<file path="config.mk">
export PLATFORM = sky130hd
export DESIGN_NAME = switch_order_recorder
export DESIGN_NICKNAME = d
export VERILOG_FILES = /design/src/rtl/sor_pkg.sv /design/src/rtl/sor_sync.sv /design/src/rtl/sor_prio_enc.sv /design/src/rtl/sor_tracker.sv /design/src/rtl/switch_order_recorder.sv
export SDC_FILE = /design/constraint.sdc
export NUM_CORES = 1
export LEC_CHECK = 0
export ABC_AREA = 1
export ABC_CLOCK_PERIOD_IN_PS = 1430
export BUFFER_PORTS_ARGS = -buffer_cell sky130_fd_sc_hd__buf_2
export CAP_MARGIN = 20
export CORE_UTILIZATION = 33
export DETAILED_ROUTE_END_ITERATION = 10
export PLACE_DENSITY_LB_ADDON = 0.2
export SYNTH_ARGS = -nofsm -noshare
export SYNTH_HDL_FRONTEND = slang
export SYNTH_SLANG_ARGS = --single-unit
</file>
<file path="constraint.sdc">
create_clock -name clk -period 1.43 [get_ports clk]
set_input_delay 0.286 -clock clk [delete_from_list [all_inputs] [get_ports clk]]
set_output_delay 0.286 -clock clk [all_outputs]
set_load 0.02 [all_outputs]
</file>
<file path="src/rtl/sor_pkg.sv">
package sor_pkg;

   // Width of a switch index; never narrower than one bit.
   function automatic int unsigned idx_width(int unsigned n);
      return (n < 2) ? 1 : $clog2(n);
   endfunction

endpackage

</file>
<file path="src/rtl/sor_sync.sv">
// Input register chain plus one delayed copy, giving an OFF-to-ON edge vector.
module sor_sync #(
   parameter int unsigned W      = 8,
   parameter int unsigned STAGES = 2
) (
   input  logic         clk,
   input  logic         rst_n,
   input  logic [W-1:0] sw_in,
   output logic [W-1:0] rise
);

   logic [STAGES-1:0][W-1:0] chain_q;
   logic [W-1:0]             prev_q;

   always_ff @(posedge clk or negedge rst_n) begin
      if (!rst_n) begin
         chain_q <= '0;
         prev_q  <= '0;
      end else begin
         chain_q[0] <= sw_in;
         for (int s = 1; s < STAGES; s++) begin
            chain_q[s] <= chain_q[s-1];
         end
         prev_q <= chain_q[STAGES-1];
      end
   end

   assign rise = chain_q[STAGES-1] & ~prev_q;

endmodule

</file>
<file path="src/rtl/sor_prio_enc.sv">
// Lowest-index-first priority encoder.
module sor_prio_enc #(
   parameter int unsigned W  = 8,
   parameter int unsigned IW = 3
) (
   input  logic [W-1:0]  req,
   output logic [IW-1:0] idx,
   output logic          any
);

   always_comb begin
      idx = '0;
      any = |req;
      for (int i = W - 1; i >= 0; i--) begin
         if (req[i]) idx = IW'(i);
      end
   end

endmodule

</file>
<file path="src/rtl/sor_tracker.sv">
// Pending / reported / group bookkeeping and the registered report stream.
module sor_tracker #(
   parameter int unsigned W  = 8,
   parameter int unsigned IW = 3
) (
   input  logic          clk,
   input  logic          rst_n,
   input  logic [W-1:0]  rise,
   output logic [IW-1:0] idx_out,
   output logic          idx_valid,
   output logic          simul_flag,
   output logic          all_done
);

   logic [W-1:0]  reported_q, pending_q, grouped_q;
   logic [W-1:0]  new_edges, pend_all, grp_all, grant;
   logic          multi;
   logic [IW-1:0] enc_idx;
   logic          enc_any;

   // Edges from switches neither reported nor already waiting.
   assign new_edges = rise & ~reported_q & ~pending_q;
   assign multi     = (new_edges & (new_edges - W'(1))) != '0;
   assign pend_all  = pending_q | new_edges;
   assign grp_all   = grouped_q | (multi ? new_edges : '0);

   sor_prio_enc #(.W(W), .IW(IW)) u_enc (
      .req (pend_all),
      .idx (enc_idx),
      .any (enc_any)
   );

   assign grant = enc_any ? (W'(1) << enc_idx) : '0;

   always_ff @(posedge clk or negedge rst_n) begin
      if (!rst_n) begin
         reported_q <= '0;
         pending_q  <= '0;
         grouped_q  <= '0;
         idx_out    <= '0;
         idx_valid  <= 1'b0;
         simul_flag <= 1'b0;
         all_done   <= 1'b0;
      end else begin
         pending_q  <= pend_all & ~grant;
         grouped_q  <= grp_all & ~grant;
         reported_q <= reported_q | grant;
         idx_valid  <= enc_any;
         simul_flag <= enc_any & grp_all[enc_idx];
         all_done   <= &(reported_q | grant);
         if (enc_any) idx_out <= enc_idx;
      end
   end

endmodule

</file>
<file path="src/rtl/switch_order_recorder.sv">
module switch_order_recorder #(
   parameter int unsigned NUM_SW      = 8,
   parameter int unsigned SYNC_STAGES = 2,
   localparam int unsigned IDX_W      = sor_pkg::idx_width(NUM_SW)
) (
   input  logic              clk,
   input  logic              rst_n,
   input  logic [NUM_SW-1:0] sw_in,
   output logic [IDX_W-1:0]  idx_out,
   output logic              idx_valid,
   output logic              simul_flag,
   output logic              all_done
);

   generate
      if (NUM_SW < 2) begin : g_bad_num
         $error("NUM_SW must be at least 2");
      end
      if (SYNC_STAGES < 1) begin : g_bad_sync
         $error("SYNC_STAGES must be at least 1");
      end
   endgenerate

   logic [NUM_SW-1:0] rise;

   sor_sync #(.W(NUM_SW), .STAGES(SYNC_STAGES)) u_sync (
      .clk   (clk),
      .rst_n (rst_n),
      .sw_in (sw_in),
      .rise  (rise)
   );

   sor_tracker #(.W(NUM_SW), .IW(IDX_W)) u_track (
      .clk        (clk),
      .rst_n      (rst_n),
      .rise       (rise),
      .idx_out    (idx_out),
      .idx_valid  (idx_valid),
      .simul_flag (simul_flag),
      .all_done   (all_done)
   );

endmodule

</file>
# After elaboration in Yosys (flattened, before gate mapping)
# Cells that the tools add are included.
# totals
regBits,54
input_bits,10
out_inout_bits,6
wordCells,42
# op_classes
add_sub_neg,1
order_cmp,1
shift,1
n_mux,12
bitwise_logic,14
reduce_logical,3
# ops
cell,n
$and A8 B8 Y8,6
$not A8 Y8,4
$mux W3,8
$or A8 B8 Y8,3
$mux W8,2
$reduce_and A8 Y1,1
$reduce_bool A8 Y1,1
$reduce_or A8 Y1,1
$shl A1 B3 Y8 const A,1
$sub A8 B1 Y8 const B,1
$lt A3 B4 Y1 const B,1
$bmux W1 S3,1
$and A1 B1 Y1,1
$mux W1,1

# Depth between registers and ports, before layout
# Gate-level depths: netlist of run 1.
# logic_depth
ltp_word,17
ltp_mapped,17
mapped_depth_nobuf,17

# Hierarchy
# Synthesis of run 1 repeated with hierarchy kept, for this count alone.
# hier_totals
hier_cells,257
hier_area_um2,2298.5
# modules_own_cells
module,n_inst,cells_each,area_each_um2,seq_area_each_um2
sor_tracker,1,195,1519.0,750.7
sor_sync,1,40,680.7,600.6
sor_prio_enc,1,22,98.8,0.0

# Worst setup path after synthesis of run 1
# Ideal clock, no wire load.
# synth_timing
path_kind,reg-to-reg
from,register u_sync.chain_q[8] (netlist bit)
to,register u_track.simul_flag
setup_ns,0.117
t_arrival_ns,1.372
required_time_ns,1.313
path_slack_ns,-0.059
path_stages_with_launch,13
n_path_buf,0
synth_period_minus_slack_ns,1.489
cell_sequence,dfrtp_1 -> inv_1 -> nor2_1 -> nand3_1 -> nand2_1 -> nor2_1 -> nor2_1 -> nor2_1 -> nand3_2 -> a21oi_1 -> nand3_1 -> nand3_1 -> nand2_1
# synth_via
elab_chain_cells,11
word_cells_on_any_way,14
classes_between,add/sub: 1; mux: 4; bitwise: 7; reduce/logical: 2
# synth_lines
item,line,rtl
start: declaration,sor_sync.sv:12,logic [STAGES-1:0][W-1:0] chain_q;
start signal: indexed assignment,sor_sync.sv:22,chain_q[s] <= chain_q[s-1];
$and A8 B8 Y8 (*),sor_sync.sv:28,assign rise = chain_q[STAGES-1] & ~prev_q;
$and A8 B8 Y8 (*) (2 in series),sor_tracker.sv:22,assign new_edges = rise & ~reported_q & ~pending_q;
$sub A8 B1 Y8,sor_tracker.sv:23,assign multi = (new_edges & (new_edges - W'(1))) != '0;
$and A8 B8 Y8,sor_tracker.sv:23,
$reduce_bool A8 Y1,sor_tracker.sv:23,
$mux W8,sor_tracker.sv:25,assign grp_all = grouped_q | (multi ? new_edges : '0);
$or A8 B8 Y8,sor_tracker.sv:25,
$bmux W1 S3,sor_tracker.sv:49,simul_flag <= enc_any & grp_all[enc_idx];
$mux W1 (not written as such),sor_tracker.sv:49,
$and A1 B1 Y1 (*),sor_tracker.sv:49,
end signal: assignment,sor_tracker.sv:49,
end: declaration,sor_tracker.sv:11,"output logic simul_flag,"
# Mark *: on every way between the ends. The rest lies on a longest branch, timed or not. The select of a mux whose other input is x is not followed.
# A chain may end at the register's enable or synchronous reset.

# Worst setup path in the final report of run 1
# layout_timing
from,register u_track.reported_q[6]
to,register u_track.simul_flag
# layout_via
elab_chain_cells,14
word_cells_on_any_way,20
classes_between,add/sub: 1; mux: 10; bitwise: 7; reduce/logical: 2
# layout_lines
item,line,rtl
start: declaration,sor_tracker.sv:15,"logic [W-1:0] reported_q, pending_q, grouped_q;"
start signal: assignment,sor_tracker.sv:47,reported_q <= reported_q | grant;
$not A8 Y8 (*),sor_tracker.sv:22,
$and A8 B8 Y8 (*) (2 in series),sor_tracker.sv:22,
branches (longest 10 deep; another with $sub A8 B1 Y8),--,
$and A1 B1 Y1 (*),sor_tracker.sv:49,
# Mark *: on every way between the ends. The select of a mux whose other input is x is not followed.

==> results.md, run 1 <==
- Yosys cell types: 27
- Commonest non-fill, non-tap cell in the layout: dfrtp_1
- Top FF cell, synth: dfrtp_1
- Num Clock Sinks: 54
- GRT Total Usage: 14.7%
- Final min period: 1.75 ns
- FF+latch count, synth: 54
- Grt ovf: 0
- WL/cell: 11.9 um
- Num CTS Buffers: 5
- Startpoint Class: flop
- Worst-skew pair later-pin latency: 0.31 ns
- Hold Fails Final Rpt: 0
- Area Overhead vs Synth: 52.1%
- Worst hold path type: in2reg
- Mapped cell area: 2450 sq um
- Full die area: 7780 sq um
- Min Hold Slack: 0.0763 ns
- Period utilization: 123%
- Violated checks: negative setup slack
- Vias in the first global route: 1,774
- PnR worst setup slack: -0.323 ns
- Pleak: 1.93 nW
- Mapped Cells: 266
- Die width: 88.2 um
- Post-layout nets: 369
- Routed vias/inst: 4.10
- FP Rows: 31
- CP max FO: 6
- Port buffer count: 15
- Fmax achieved: 570 MHz
- Antenna Cells: 0
- IO Count: 16
- Area leader, netlist: dfrtp_1
- TritonCTS clock tree: yes
- HPWL after DPL: 3550 um
- Via Count: 1,883
- Post-synth EDFFs: 0
- Clock Path Buffers: 2
- Peak VDD IR: 0.937 mV
- Share of cells above drive strength 1: 61.7%
- WS Path Type: reg2reg
- Largest net degree at the start of global routing: 55
- Yosys Warn Count: 0
- Drt total wl: 5480 um
- CTS clk-pin slew, worst paths: 0.10 ns
- Drt drc: 0
- Critical Path RT: 1.63 ns
- Synth area leaders: dfrtp_1 (55%), nand2_1 (8.1%), inv_1 (7.3%), nand2_2 (3.8%), nor2_1 (3.8%)
- Placed Area: 3040 sq um
- Max cap viols: 0
- Drt first pass iters: 4
- Die H: 88.2 um
- Crit. End Element: flop
- Seq/Total Area, Yosys: 55.1%
- First-pass GRT wire length: 8540 um
- Area of the core: 7210 sq um
- CTS Root Cell: clkbuf_8
- Pwr Density: 1780 nW/um^2
- Setup violators final: 24
- Htree depth: 2
- Most frequent cells in the layout: dfrtp_1 (54), buf_4 (49), nand2_2 (41), inv_1 (33), inv_2 (30)
- Routability Congestion: 0.791
- Async SR Flop Fraction: 100%
- DR iter-0 viols: 66
- Top cell type's share of synthesized area: 55.1%
- Worst slack, placed: -0.378 ns
- Fin Setup TNS: -4.05 ns
- Clk_skew: 0.00569 ns
- Syn_nets: 276
- Final Instance Area: 3730 sq um
- Initial Utilization: 34.0%
- Initial antenna violation count: 0
- Remaining antenna violation count: 0
- Status: complete, but fails checks
- Max Slew Vio Count: 0
- Unrepaired setup endpoints after global routing: yes
- Synthesized area per cell: 9.22 sq um
- Critical Path AT: 1.96 ns
cells in the mapped netlist, types with 4 or more instances:
library cell / instances
inv_1: 48
nor2_4: 5
nand3_2: 6
nand3_1: 11
nand2_1: 53
dfrtp_1: 54
inv_2: 17
nand4_1: 5
nor2_1: 25
nand4_2: 4
nand2_2: 15
nand2_4: 4
path summary, 6_finish.rpt:
kind                            cells past startpoint                   end                  start  slack, ns
worst min register to register                      0    u_sync.chain_q[15]      u_sync.chain_q[7]       0.36
min in group asynchronous                           3    u_sync.chain_q[14]                  rst_n       0.49
worst max-delay path                               17    u_track.simul_flag  u_track.reported_q[6]      -0.32
worst max register to register                     17    u_track.simul_flag  u_track.reported_q[6]      -0.32
max in group asynchronous                           3  u_track.pending_q[1]                  rst_n       0.69
worst min-delay path                                1     u_sync.chain_q[6]               sw_in[6]       0.08
critical path: stages, from the launching register on:
cell	delay, ns
dfrtp_1	0.38
inv_2	0.08
nand3_4	0.09
nand2_4	0.10
inv_2	0.04
nand2_2	0.04
nand2_1	0.04
nand2_1	0.05
nand2_1	0.06
nand2_2	0.12
nand2_8	0.10
nand2_8	0.11
buf_12	0.11
nand2_1	0.05
nor2_1	0.10
nor2_1	0.05
nand3_1	0.06
nand2_1	0.06
layer usage:
| layer | wire, um | global-route usage (%) | share of wire (%) |
|---|---|---|---|
| met5 | 0 | 0 | 0 |
| met4 | 78 | 4.40 | 1.4 |
| met3 | 102 | 2.89 | 1.9 |
| met2 | 2860 | 24.1 | 52 |
| met1 | 2440 | 19.9 | 45 |
what timing repair did:
action,in CTS,in global routing
resized for setup,51,66
endpoints found under the setup margin,24,28
setup buffers,9,17
pin swaps,24,46
hold endpoints to repair,54,0
hold buffers,1,0
through the flow:
step / power [mW] / util [%] / std cells
detailed placement: 4.52 / 42.1 / 427
CTS: 5.88 / 47.0 / 445
finish: 6.65 / 51.7 / 459
global route: 7.05 / 51.7 / 459
global placement: 4.50 / 42.1 / 427
floorplan: 3.49 / - / 266
state kept, by name, summed over array words and instances, names as in the netlist:
signal	flops
u_track.idx_out	3
u_track.idx_valid	1
u_sync.prev_q	8
u_track.pending_q	8
u_track.reported_q	8
u_track.all_done	1
u_track.simul_flag	1
u_sync.chain_q	16
u_track.grouped_q	8
cells by family (layout without fill, tap and decap cells):
| family | count (synthesis) | in the layout | synth area share (%) |
|---|---|---|---|
| AO/OA/AOI/OAI | 7 | 7 | 2.24 |
| buffers and inverters | 69 | 163 | 10.7 |
| flip-flops | 54 | 54 | 55.1 |
| other | 1 | 1 | 0.153 |
| AND/OR/NAND/NOR | 135 | 135 | 31.8 |
layout make-up:
class / instances / area, sq um
clock buffer: 7 / 86.3
inverter: 69 / 280
tap: 99 / 124
fill: 665 / 3480
multi-input combinational: 143 / 1170
timing repair buffer: 86 / 716
sequential: 54 / 1350
clock inverter: 1 / 5.00
power by group:
group	total, mW	internal, mW	switching [mW]	leakage [nW]
Combinational	3.83	1.84	1.99	1.25
Sequential	1.93	1.81	0.125	0.634
Clock	0.890	0.392	0.497	0.0482
(Power assumes the default switching activity.)
==> run 2: changes to the inputs <==
Settings changed: CORE_UTILIZATION 33 to 35.
==> results.md, run 2 (same netlist as run 1, synthesis figures left out) <==
- Status: complete, but fails checks
- Violated checks: negative setup slack
- Port buffer count: 15
- Sequential Area: 1350 sq um
- Antenna Cells: 0
- Initial antenna violation count: 0
- IO Count: 16
- Pwr Density: 1720 nW/um^2
- WL/cell: 11.2 um
- Fillcell total: 634
- HPWL after DPL: 3520 um
- Final Instance Area: 3480 sq um
- Multi-input logic area: 1020 sq um
- DR iter-0 viols: 97
- Critical Path AT: 2.04 ns
- Fmax achieved: 557 MHz
- Unrepaired setup endpoints after global routing: yes
- CP max FO: 6
- Full die area: 7350 sq um
- Placed Area: 3030 sq um
- Hold Fails Final Rpt: 0
- Largest net degree at the start of global routing: 55
- Grt ovf: 0
- Clock Path Buffers: 2
- Crit path to: u_track.all_done
- Peak VDD IR: 1.03 mV
- Initial Utilization: 36.1%
- First-pass GRT wire length: 8140 um
- Core Util, Final: 51.3%
- Num Clock Sinks: 54
- Area Overhead vs Synth: 42.0%
- Area of the core: 6790 sq um
- R2r endpoint: u_track.all_done
- TritonCTS clock tree: yes
- Die width: 85.7 um
- Max Slew Vio Count: 0
- Drt first pass iters: 4
- WS Path Type: reg2reg
- Max FFs per register: 16
- Clk_skew: 0.00692 ns
- Routability Congestion: 0.816
- Share of cells above drive strength 1: 54.7%
- Drt drc: 0
- Reg with most FFs: u_sync.chain_q
- CTS Root Cell: clkbuf_8
- Post-layout nets: 362
- FF-to-FF setup slack: -0.36 ns
- Worst-skew pair later-pin latency: 0.31 ns
- R2R Path Start: u_sync.prev_q[5]
- FF-to-FF path depth: 15
- Most frequent cells in the layout: dfrtp_1 (54), buf_4 (48), inv_1 (40), nand2_1 (35), nand2_2 (31)
- Routed vias/inst: 4.07
- CP startpoint: u_sync.prev_q[5]
- Critical Path RT: 1.68 ns
- Die H: 85.7 um
- Max cap viols: 0
- Via Count: 1,829
- Num CTS Buffers: 5
- Startpoint Class: flop
- Pleak: 1.89 nW
- Setup violators final: 26
- Worst hold path type: in2reg
- Commonest non-fill, non-tap cell in the layout: dfrtp_1
- Fin Setup TNS: -4.79 ns
- CTS clk-pin slew, worst paths: 0.09 ns
- Drt total wl: 5010 um
- Htree depth: 2
- GRT Total Usage: 14.7%
- FP Rows: 30
- PnR worst setup slack: -0.364 ns
- Period utilization: 125%
- Remaining antenna violation count: 0
- Crit. End Element: flop
- Vias in the first global route: 1,739
- Final min period: 1.79 ns
[run 2: changes by cell type in the layout (fill, tap and decap cells not counted), sizes merged]
cell | before | now
buf | 85 | 78
clkinvlp | 1 | 0
inv | 65 | 66
[run 2: how the worst min path moves through the flow]
stage / startpoint / endpoint / slack [ns] / cells after the start
after floorplan: rst_n / u_sync.chain_q[0] / -0.01 / 0
after global placement: rst_n / u_sync.chain_q[14] / 0.31 / 2
after detailed placement: rst_n / u_sync.chain_q[14] / 0.31 / 2
after CTS: sw_in[4] / u_sync.chain_q[4] / 0.07 / 1
after global routing: sw_in[4] / u_sync.chain_q[4] / 0.06 / 1
final: sw_in[3] / u_sync.chain_q[3] / 0.08 / 1
[run 2: layout make-up]
type                       instances  area share, %
inverter                          69           7.61
timing repair buffer              79           18.1
tap                               96           3.45
multi-input combinational        143           29.4
sequential                        54           38.8
clock inverter                     1          0.144
clock buffer                       7           2.48
[run 2: through the flow]
step	hold slack [ns]	setup WS [ns]	cells	power (mW)
2_1_floorplan	-0.00959	-0.0524	266	3.49
6_report	0.0762	-0.364	449	6.00
3_3_place_gp	0.307	-0.383	423	4.48
3_5_place_dp	0.308	-0.387	423	4.49
5_1_grt	0.0623	-0.467	449	6.41
4_1_cts	0.0696	-0.351	439	5.59
[run 2: report_power, final]
part | leakage (nW) | switching (mW) | internal [mW]
logic | 1.20 | 1.70 | 1.50
clock network | 0.0482 | 0.484 | 0.392
registers | 0.634 | 0.123 | 1.81
total | 1.89 | 2.30 | 3.70
[run 2: metal layers]
layer  track usage [%]  up-vias  part of all wire [%]
met4              6.67        0                   1.6
met1              19.6      851                    47
li1                  -      953                     -
met3              3.56        6                   2.6
met5                 0        -                     0
met2              22.5       19                    49
[run 2: worst max-delay path, stage by stage (launching register included)]
cell and delay (ns):
dfrtp_1 0.37, inv_1 0.06, nand3_2 0.08, buf_6 0.13
nand2_4 0.07, nor2_4 0.04, inv_2 0.08, nor2_8 0.05
o21ai_4 0.32, buf_6 0.15, nand3_2 0.09, nand2_2 0.08
nand2_2 0.05, inv_2 0.04, nand2_1 0.05, nor2_2 0.07
[run 2: repair_timing]
| item | in CTS | in global routing |
|---|---|---|
| endpoints found under the setup margin | 23 | 28 |
| pin swaps | 14 | 32 |
| hold endpoints to repair | 54 | 0 |
| buffers inserted | 8 | 11 |
| hold buffers | 1 | 0 |
| gates resized for setup | 21 | 49 |
